--- src/rtl/comba_pkg.sv ---
// Package comba_pkg
// Shared types for the column-scanning multiplier.
// Assumes: nothing beyond a standard SystemVerilog elaborator.
package comba_pkg;

    // Phases of the column sequencer.
    typedef enum logic [1:0] {
        PH_IDLE = 2'd0,
        PH_MUL  = 2'd1,
        PH_EMIT = 2'd2
    } phase_t;

endpackage

--- src/rtl/comba_opbank.sv ---
// Module comba_opbank
// Word-addressed operand store. It captures a flat N*W operand on load
// and returns one word per cycle, selected by rd_idx.
// Assumes: rd_idx < N while it is used; load only while the block is idle.
module comba_opbank #(
    parameter int N = 4,
    parameter int W = 16,
    localparam int IW = (N > 1) ? $clog2(N) : 1
) (
    input  logic          clk,
    input  logic          rst_n,
    input  logic          load,
    input  logic [N*W-1:0] din,
    input  logic [IW-1:0] rd_idx,
    output logic [W-1:0]  rd_word
);

    logic [W-1:0] mem_q [N];

    // Capture every operand word on load.
    always_ff @(posedge clk) begin
        if (!rst_n) begin
            for (int k = 0; k < N; k++) mem_q[k] <= '0;
        end else if (load) begin
            for (int k = 0; k < N; k++) mem_q[k] <= din[k*W +: W];
        end
    end

    // Combinational word read.
    always_comb rd_word = mem_q[rd_idx];

endmodule

--- src/rtl/comba_sched.sv ---
// Module comba_sched
// Column sequencer. For each column k in 0..2N-2 it walks i from
// max(0,k-N+1) to min(k,N-1), with j = k-i, one word product per cycle.
// After that it spends one emit cycle on the column.
// Assumes: go is only raised while busy is low.
module comba_sched
    import comba_pkg::*;
#(
    parameter int N = 4,
    localparam int IW = (N > 1) ? $clog2(N) : 1,
    localparam int CW = $clog2(2 * N) + 1
) (
    input  logic          clk,
    input  logic          rst_n,
    input  logic          go,
    output logic          busy,
    output logic          mul_en,
    output logic          emit_en,
    output logic          last_col,
    output logic [CW-1:0] col,
    output logic [IW-1:0] idx_a,
    output logic [IW-1:0] idx_b
);

    localparam logic [CW-1:0] NM1     = CW'(N - 1);
    localparam logic [CW-1:0] LASTCOL = CW'(2 * N - 2);

    phase_t        ph_q;
    logic [CW-1:0] col_q;
    logic [CW-1:0] i_q;
    logic [CW-1:0] i_hi;
    logic [CW-1:0] col_nx;
    logic [CW-1:0] lo_nx;
    logic          pair_last;

    // Pair bounds for the current column and the start of the next one.
    always_comb begin
        col_nx    = col_q + CW'(1);
        lo_nx     = (col_nx > NM1) ? (col_nx - NM1) : '0;
        i_hi      = (col_q > NM1) ? NM1 : col_q;
        pair_last = (i_q == i_hi);
    end

    // Phase, column and pair-index registers.
    always_ff @(posedge clk) begin
        if (!rst_n) begin
            ph_q  <= PH_IDLE;
            col_q <= '0;
            i_q   <= '0;
        end else begin
            case (ph_q)
                PH_IDLE: begin
                    if (go) begin
                        ph_q  <= PH_MUL;
                        col_q <= '0;
                        i_q   <= '0;
                    end
                end
                PH_MUL: begin
                    i_q <= i_q + CW'(1);
                    if (pair_last) ph_q <= PH_EMIT;
                end
                PH_EMIT: begin
                    if (col_q == LASTCOL) begin
                        ph_q <= PH_IDLE;
                    end else begin
                        ph_q  <= PH_MUL;
                        col_q <= col_nx;
                        i_q   <= lo_nx;
                    end
                end
                default: ph_q <= PH_IDLE;
            endcase
        end
    end

    // Decoded outputs.
    always_comb begin
        busy     = (ph_q != PH_IDLE);
        mul_en   = (ph_q == PH_MUL);
        emit_en  = (ph_q == PH_EMIT);
        last_col = (col_q == LASTCOL);
        col      = col_q;
        idx_a    = IW'(i_q);
        idx_b    = IW'(col_q - i_q);
    end

    // every scheduled pair lies inside both operands and on the column.
    assert_pair_in_range_R2: assert property (@(posedge clk) disable iff (!rst_n)
        mul_en |-> (i_q <= i_hi) && ((col_q - i_q) < CW'(N)));

    // the column index never runs past the last column.
    assert_col_bound_R3: assert property (@(posedge clk) disable iff (!rst_n)
        col_q <= LASTCOL);

endmodule

--- src/rtl/comba_mac.sv ---
// Module comba_mac
// Word multiplier feeding a column accumulator of 2W+clog2(N)+1 bits.
// It clears, adds one word product, or shifts right one word (emit).
// Assumes: clr, mul_en and shift_en are mutually exclusive.
module comba_mac #(
    parameter int N = 4,
    parameter int W = 16,
    localparam int LGN  = (N > 1) ? $clog2(N) : 0,
    localparam int ACCW = 2 * W + LGN + 1,
    localparam int XW   = ACCW - 2 * W
) (
    input  logic          clk,
    input  logic          rst_n,
    input  logic          clr,
    input  logic          mul_en,
    input  logic          shift_en,
    input  logic [W-1:0]  op_a,
    input  logic [W-1:0]  op_b,
    output logic [W-1:0]  lo_word,
    output logic [W-1:0]  hi_word,
    output logic [XW-1:0] excess
);

    logic [ACCW-1:0] acc_q;
    logic [2*W-1:0]  prod;

    // Single word multiplier.
    always_comb prod = op_a * op_b;

    // Accumulate a product, or shift the finished column's word out.
    always_ff @(posedge clk) begin
        if (!rst_n || clr) begin
            acc_q <= '0;
        end else if (mul_en) begin
            acc_q <= acc_q + ACCW'(prod);
        end else if (shift_en) begin
            acc_q <= acc_q >> W;
        end
    end

    // Word views of the accumulator.
    always_comb begin
        lo_word = acc_q[W-1:0];
        hi_word = acc_q[2*W-1:W];
        excess  = acc_q[ACCW-1:2*W];
    end

    // the guard bit on top of the accumulator is never reached.
    assert_no_overflow_R8: assert property (@(posedge clk) disable iff (!rst_n)
        !acc_q[ACCW-1]);

endmodule

--- src/rtl/comba_mul.sv ---
// Module comba_mul
// Top level of the column-scanning multiplier. It captures the operands on
// an accepted start, runs the column sequence through one multiplier, and
// writes each result word once. The top word comes from the final residue.
// Assumes: operands are unsigned; start is ignored while busy.
module comba_mul
    import comba_pkg::*;
#(
    parameter int N = 4,
    parameter int W = 16,
    localparam int IW  = (N > 1) ? $clog2(N) : 1,
    localparam int CW  = $clog2(2 * N) + 1,
    localparam int LGN = (N > 1) ? $clog2(N) : 0,
    localparam int XW  = LGN + 1
) (
    input  logic             clk,
    input  logic             rst_n,
    input  logic             start,
    input  logic [N*W-1:0]   op_a,
    input  logic [N*W-1:0]   op_b,
    output logic             busy,
    output logic             done,
    output logic [2*N*W-1:0] product
);

    logic          accept;
    logic          mul_en;
    logic          emit_en;
    logic          last_col;
    logic [CW-1:0] col;
    logic [IW-1:0] idx_a;
    logic [IW-1:0] idx_b;
    logic [W-1:0]  word_a;
    logic [W-1:0]  word_b;
    logic [W-1:0]  lo_word;
    logic [W-1:0]  hi_word;
    logic [XW-1:0] excess;
    logic          done_q;
    logic [2*N*W-1:0] res_q;

    // Start is taken only while idle.
    always_comb accept = start && !busy;

    comba_sched #(.N(N)) u_sched (
        .clk      (clk),
        .rst_n    (rst_n),
        .go       (accept),
        .busy     (busy),
        .mul_en   (mul_en),
        .emit_en  (emit_en),
        .last_col (last_col),
        .col      (col),
        .idx_a    (idx_a),
        .idx_b    (idx_b)
    );

    comba_opbank #(.N(N), .W(W)) u_bank_a (
        .clk     (clk),
        .rst_n   (rst_n),
        .load    (accept),
        .din     (op_a),
        .rd_idx  (idx_a),
        .rd_word (word_a)
    );

    comba_opbank #(.N(N), .W(W)) u_bank_b (
        .clk     (clk),
        .rst_n   (rst_n),
        .load    (accept),
        .din     (op_b),
        .rd_idx  (idx_b),
        .rd_word (word_b)
    );

    comba_mac #(.N(N), .W(W)) u_mac (
        .clk      (clk),
        .rst_n    (rst_n),
        .clr      (accept),
        .mul_en   (mul_en),
        .shift_en (emit_en),
        .op_a     (word_a),
        .op_b     (word_b),
        .lo_word  (lo_word),
        .hi_word  (hi_word),
        .excess   (excess)
    );

    // Result words: cleared on accept, each column written once on emit.
    always_ff @(posedge clk) begin
        if (!rst_n || accept) begin
            res_q <= '0;
        end else if (emit_en) begin
            res_q[col*W +: W] <= lo_word;
            if (last_col) res_q[(2*N-1)*W +: W] <= hi_word;
        end
    end

    // Completion pulse after the final emit.
    always_ff @(posedge clk) begin
        if (!rst_n) done_q <= 1'b0;
        else        done_q <= emit_en && last_col;
    end

    always_comb begin
        done    = done_q;
        product = res_q;
    end

    // done lasts one cycle.
    assert_done_pulse_R4: assert property (@(posedge clk) disable iff (!rst_n)
        done |=> !done);

    // done and busy are never high together.
    assert_done_idle_R4: assert property (@(posedge clk) disable iff (!rst_n)
        done |-> !busy);

    // busy only rises after a start request.
    assert_busy_cause_R5: assert property (@(posedge clk) disable iff (!rst_n)
        $rose(busy) |-> $past(start));

    // the result does not move while idle without a new start.
    assert_hold_R6: assert property (@(posedge clk) disable iff (!rst_n)
        (!busy && !start) |=> $stable(product));

    // the residue written as the top word fits in one word.
    assert_residue_fits_R8: assert property (@(posedge clk) disable iff (!rst_n)
        (emit_en && last_col) |-> (excess == '0));

endmodule

--- config.mk ---
export PLATFORM = sky130hd
export DESIGN_NAME = comba_mul
export DESIGN_NICKNAME = d
export VERILOG_FILES = /design/src/rtl/comba_pkg.sv /design/src/rtl/comba_opbank.sv /design/src/rtl/comba_sched.sv /design/src/rtl/comba_mac.sv /design/src/rtl/comba_mul.sv
export SDC_FILE = /design/constraint.sdc
export NUM_CORES = 1
export LEC_CHECK = 0
export BUFFER_PORTS_ARGS = -buffer_cell sky130_fd_sc_hd__buf_2
export CAP_MARGIN = 20
export CELL_PAD_IN_SITES_DETAIL_PLACEMENT = 1
export CELL_PAD_IN_SITES_GLOBAL_PLACEMENT = 1
export CORE_MARGIN = 5
export CORE_UTILIZATION = 50
export DETAILED_ROUTE_END_ITERATION = 7
export GPL_TIMING_DRIVEN = 0
export PLACE_DENSITY = 0.95
export SLEW_MARGIN = 20
export SYNTH_ARGS = -nofsm -noshare
export SYNTH_HDL_FRONTEND = slang
export SYNTH_SLANG_ARGS = --single-unit
--- constraint.sdc ---
create_clock -name clk -period 17.8 [get_ports clk]
set_input_delay 1.78 -clock clk [delete_from_list [all_inputs] [get_ports clk]]
set_output_delay 1.78 -clock clk [all_outputs]
set_load 0.01 [all_outputs]
==> metrics <==
vertical extent of the die=222 µm; CP required=approximately 18 ns; Hold-fix buffers, CTS=0; dominant cells by area after synthesis=fa_1 (20%), edfxtp_1 (17%), dfxtp_1 (16%); number of buffers inserted to repair setup after CTS=0; estimated wirelength of the detail-placed design=64200 µm; share of flip-flops with an asynchronous set or reset after synthesis=0%; global-route wire length before repair=144000 µm; Root Buffer=clkbuf_16; number of nets in the synthesized netlist=2925; Detailed Route Iter0 Violations=approximately 2600; post-cts sizing count=0; deepest level of the CTS H-tree=2; placeable core region=44300 µm²; number of flops mapped to enable cells by yosys=approximately 130; clk_lat worst skew=0.59 ns; via count of the first global-routing pass=24000; total I/O pin count=261; synthesized flop and latch total=304; total global-route track usage=37.8%; final routed wire length divided by cell count=~28 µm; remaining design rule violation count=4; share of the clock period used by the worst path after layout=between 50% and 60%; per-cell via count in the routed design=6.39; Synth warnings=0; proportion of synthesized chip area in sequential cells=32.8%; Placement Rows=77; clock sink total=304; number of distinct library cell variants in the gate-level netlist after synthesis=66; DR vias=21500; Reg clk slew, reported paths=0.07 ns; most frequent cells in the layout=inv_1 (358), nand2_1 (322), buf_2 (285), fa_1 (226), nor2_1 (209); data arrival time of the worst path=10.26 ns; pre-CTS setup slack=~8.8 ns; most common cell after layout, fill and taps aside=inv_1; setup repair after global routing missed its margin=no; width of the die=222 µm; final wirelength=95700 µm; critical path capture point type=register; type of the worst setup path=register to register; initial standard-cell utilization of the core=50.6%; setup skew after layout=0.0501 ns; largest net degree at the start of global routing=58; path type of the worst min-delay path=register to register; netlist area before placement=between 20000 and 25000 µm²; multi-input logic area=13200 µm²; Final Critical Period=9.78 ns; hold slack final=0.458 ns; worst relative slew slack=19.7%; initial antenna violation count=5; CTS Buf Count=35; Primary FF master, synth=dfxtp_1; CTS tree=built; routability-driven placement congestion ratio=around 0.94; Least-Margin Pin Slew=1.20 ns; final-layout setup total negative slack=0 ns; number of max-cap violations=0; number of pins exceeding their max-slew limit in the final report=0; Critical Path Slowest Stage Cell=fa_1; relative area change from synthesis to final layout=14.6%; Max Buffers Root-to-Sink=3; Yosys top cell area share=roughly 20%; violated checks=design-rule violations; Final Worst Setup Slack=8.02 ns; startpoint type of the worst setup path=register; number of failing setup endpoints in the final timing report=0; number of nets in the layout=3224; average instance area after synthesis=9.16 µm²; number of failing hold endpoints at the final stage=0; first-pass iteration count of the detailed router=8; count of buffers inserted at the top-level ports=260; number of instances in the synthesized netlist=approximately 2400; DIE AREA=slightly below 50000 µm²; ANT nets after route=0; max incr delay on CP=slightly below 0.6 ns; most numerous cell on the critical path=fa_1; critical path peak fanout=10; layout cells sized above 1=between 10 and 15%; setup slack on the worst flop-to-flop path=8.02 ns; Filler Cells Inserted=between 5000 and 6000; total grt overflow=0; Fmax=just over 0.1 GHz; cell taking the most area after synthesis=fa_1; outcome=complete, but fails checks; FF+latch area=7370 µm²
## cells by family (layout without fill, tap and decap cells)
kind of cell	count (synthesis)	after routing	synth area share, %
AO/OA/AOI/OAI	346	346	9.27
XOR/XNOR	35	35	1.37
adder cells (fa/ha/maj)	345	345	26.8
buffers and inverters	492	818	8.37
flip-flops	304	304	32.8
multiplexers	58	58	3.49
other	0	2	0
AND/OR/NAND/NOR	869	869	17.9
## registers in the layout (all words and copies together), names as in the netlist, named ones only
name	count
u_mac.acc_q	35
done	1
u_sched.i_q	4
u_sched.ph_q	2
u_bank_a.mem_q	64
u_bank_b.mem_q	64
product	128
u_sched.col	4
## stage by stage
step	util (%)	area (µm²)	std cells
floorplan	-	22400	2449
global placement	55.2	24500	3301
detailed placement	55.3	24500	3303
CTS	58.0	25700	3367
global route	58.0	25700	3368
finish	58.0	25700	3369
## worst max-delay path, delay by kind of cell, from the launching register on
| family | cells | cell delay [ns] |
|---|---|---|
| compound gates | 7 | 1.83 |
| xor+xnor | 1 | 0.25 |
| fa+ha+maj | 8 | 3.75 |
| buf+inv | 11 | 2.69 |
| flops | 1 | 0.40 |
| simple gates | 4 | 0.72 |
## final cells by class
class	instances	area share, %
Clock inverter	17	0.716
Clock buffer	47	3.86
Sequential cell	304	28.7
Tap cell	592	2.88
Buffer	133	2.08
Inverter	359	5.24
Antenna cell	2	0.0195
Multi-Input combinational cell	1653	51.3
Timing Repair Buffer	262	5.25
## routing by layer
metal	GRT usage (%)	wire (µm)	share of wire, %
met4	27.5	8900	9.3
met3	10.7	10200	11
met1	42.4	31900	33
met5	0.293	32	0.033
met2	61.6	44700	47
## Yosys cell counts, types with 55 or more instances
cell and number:
nand2_1 322, clkbuf_1 101, fa_1 226, inv_1 358, nor2_1 209, a21oi_1 155
edfxtp_1 128, nand3_1 83, and2_1 181, dfxtp_1 176, ha_1 119, o21ai_0 55
## worst paths after layout
path                  start         endpoint  depth (start not counted)
max reg2reg  u_sched.col[0]  u_mac.acc_q[34]                         31
min             product[14]      product[14]                          2
min reg2reg     product[14]      product[14]                          2
max          u_sched.col[0]  u_mac.acc_q[34]                         31
Power is not shown: default switching activity piles up to over one toggle a cycle in this logic, so the estimate is an artifact.
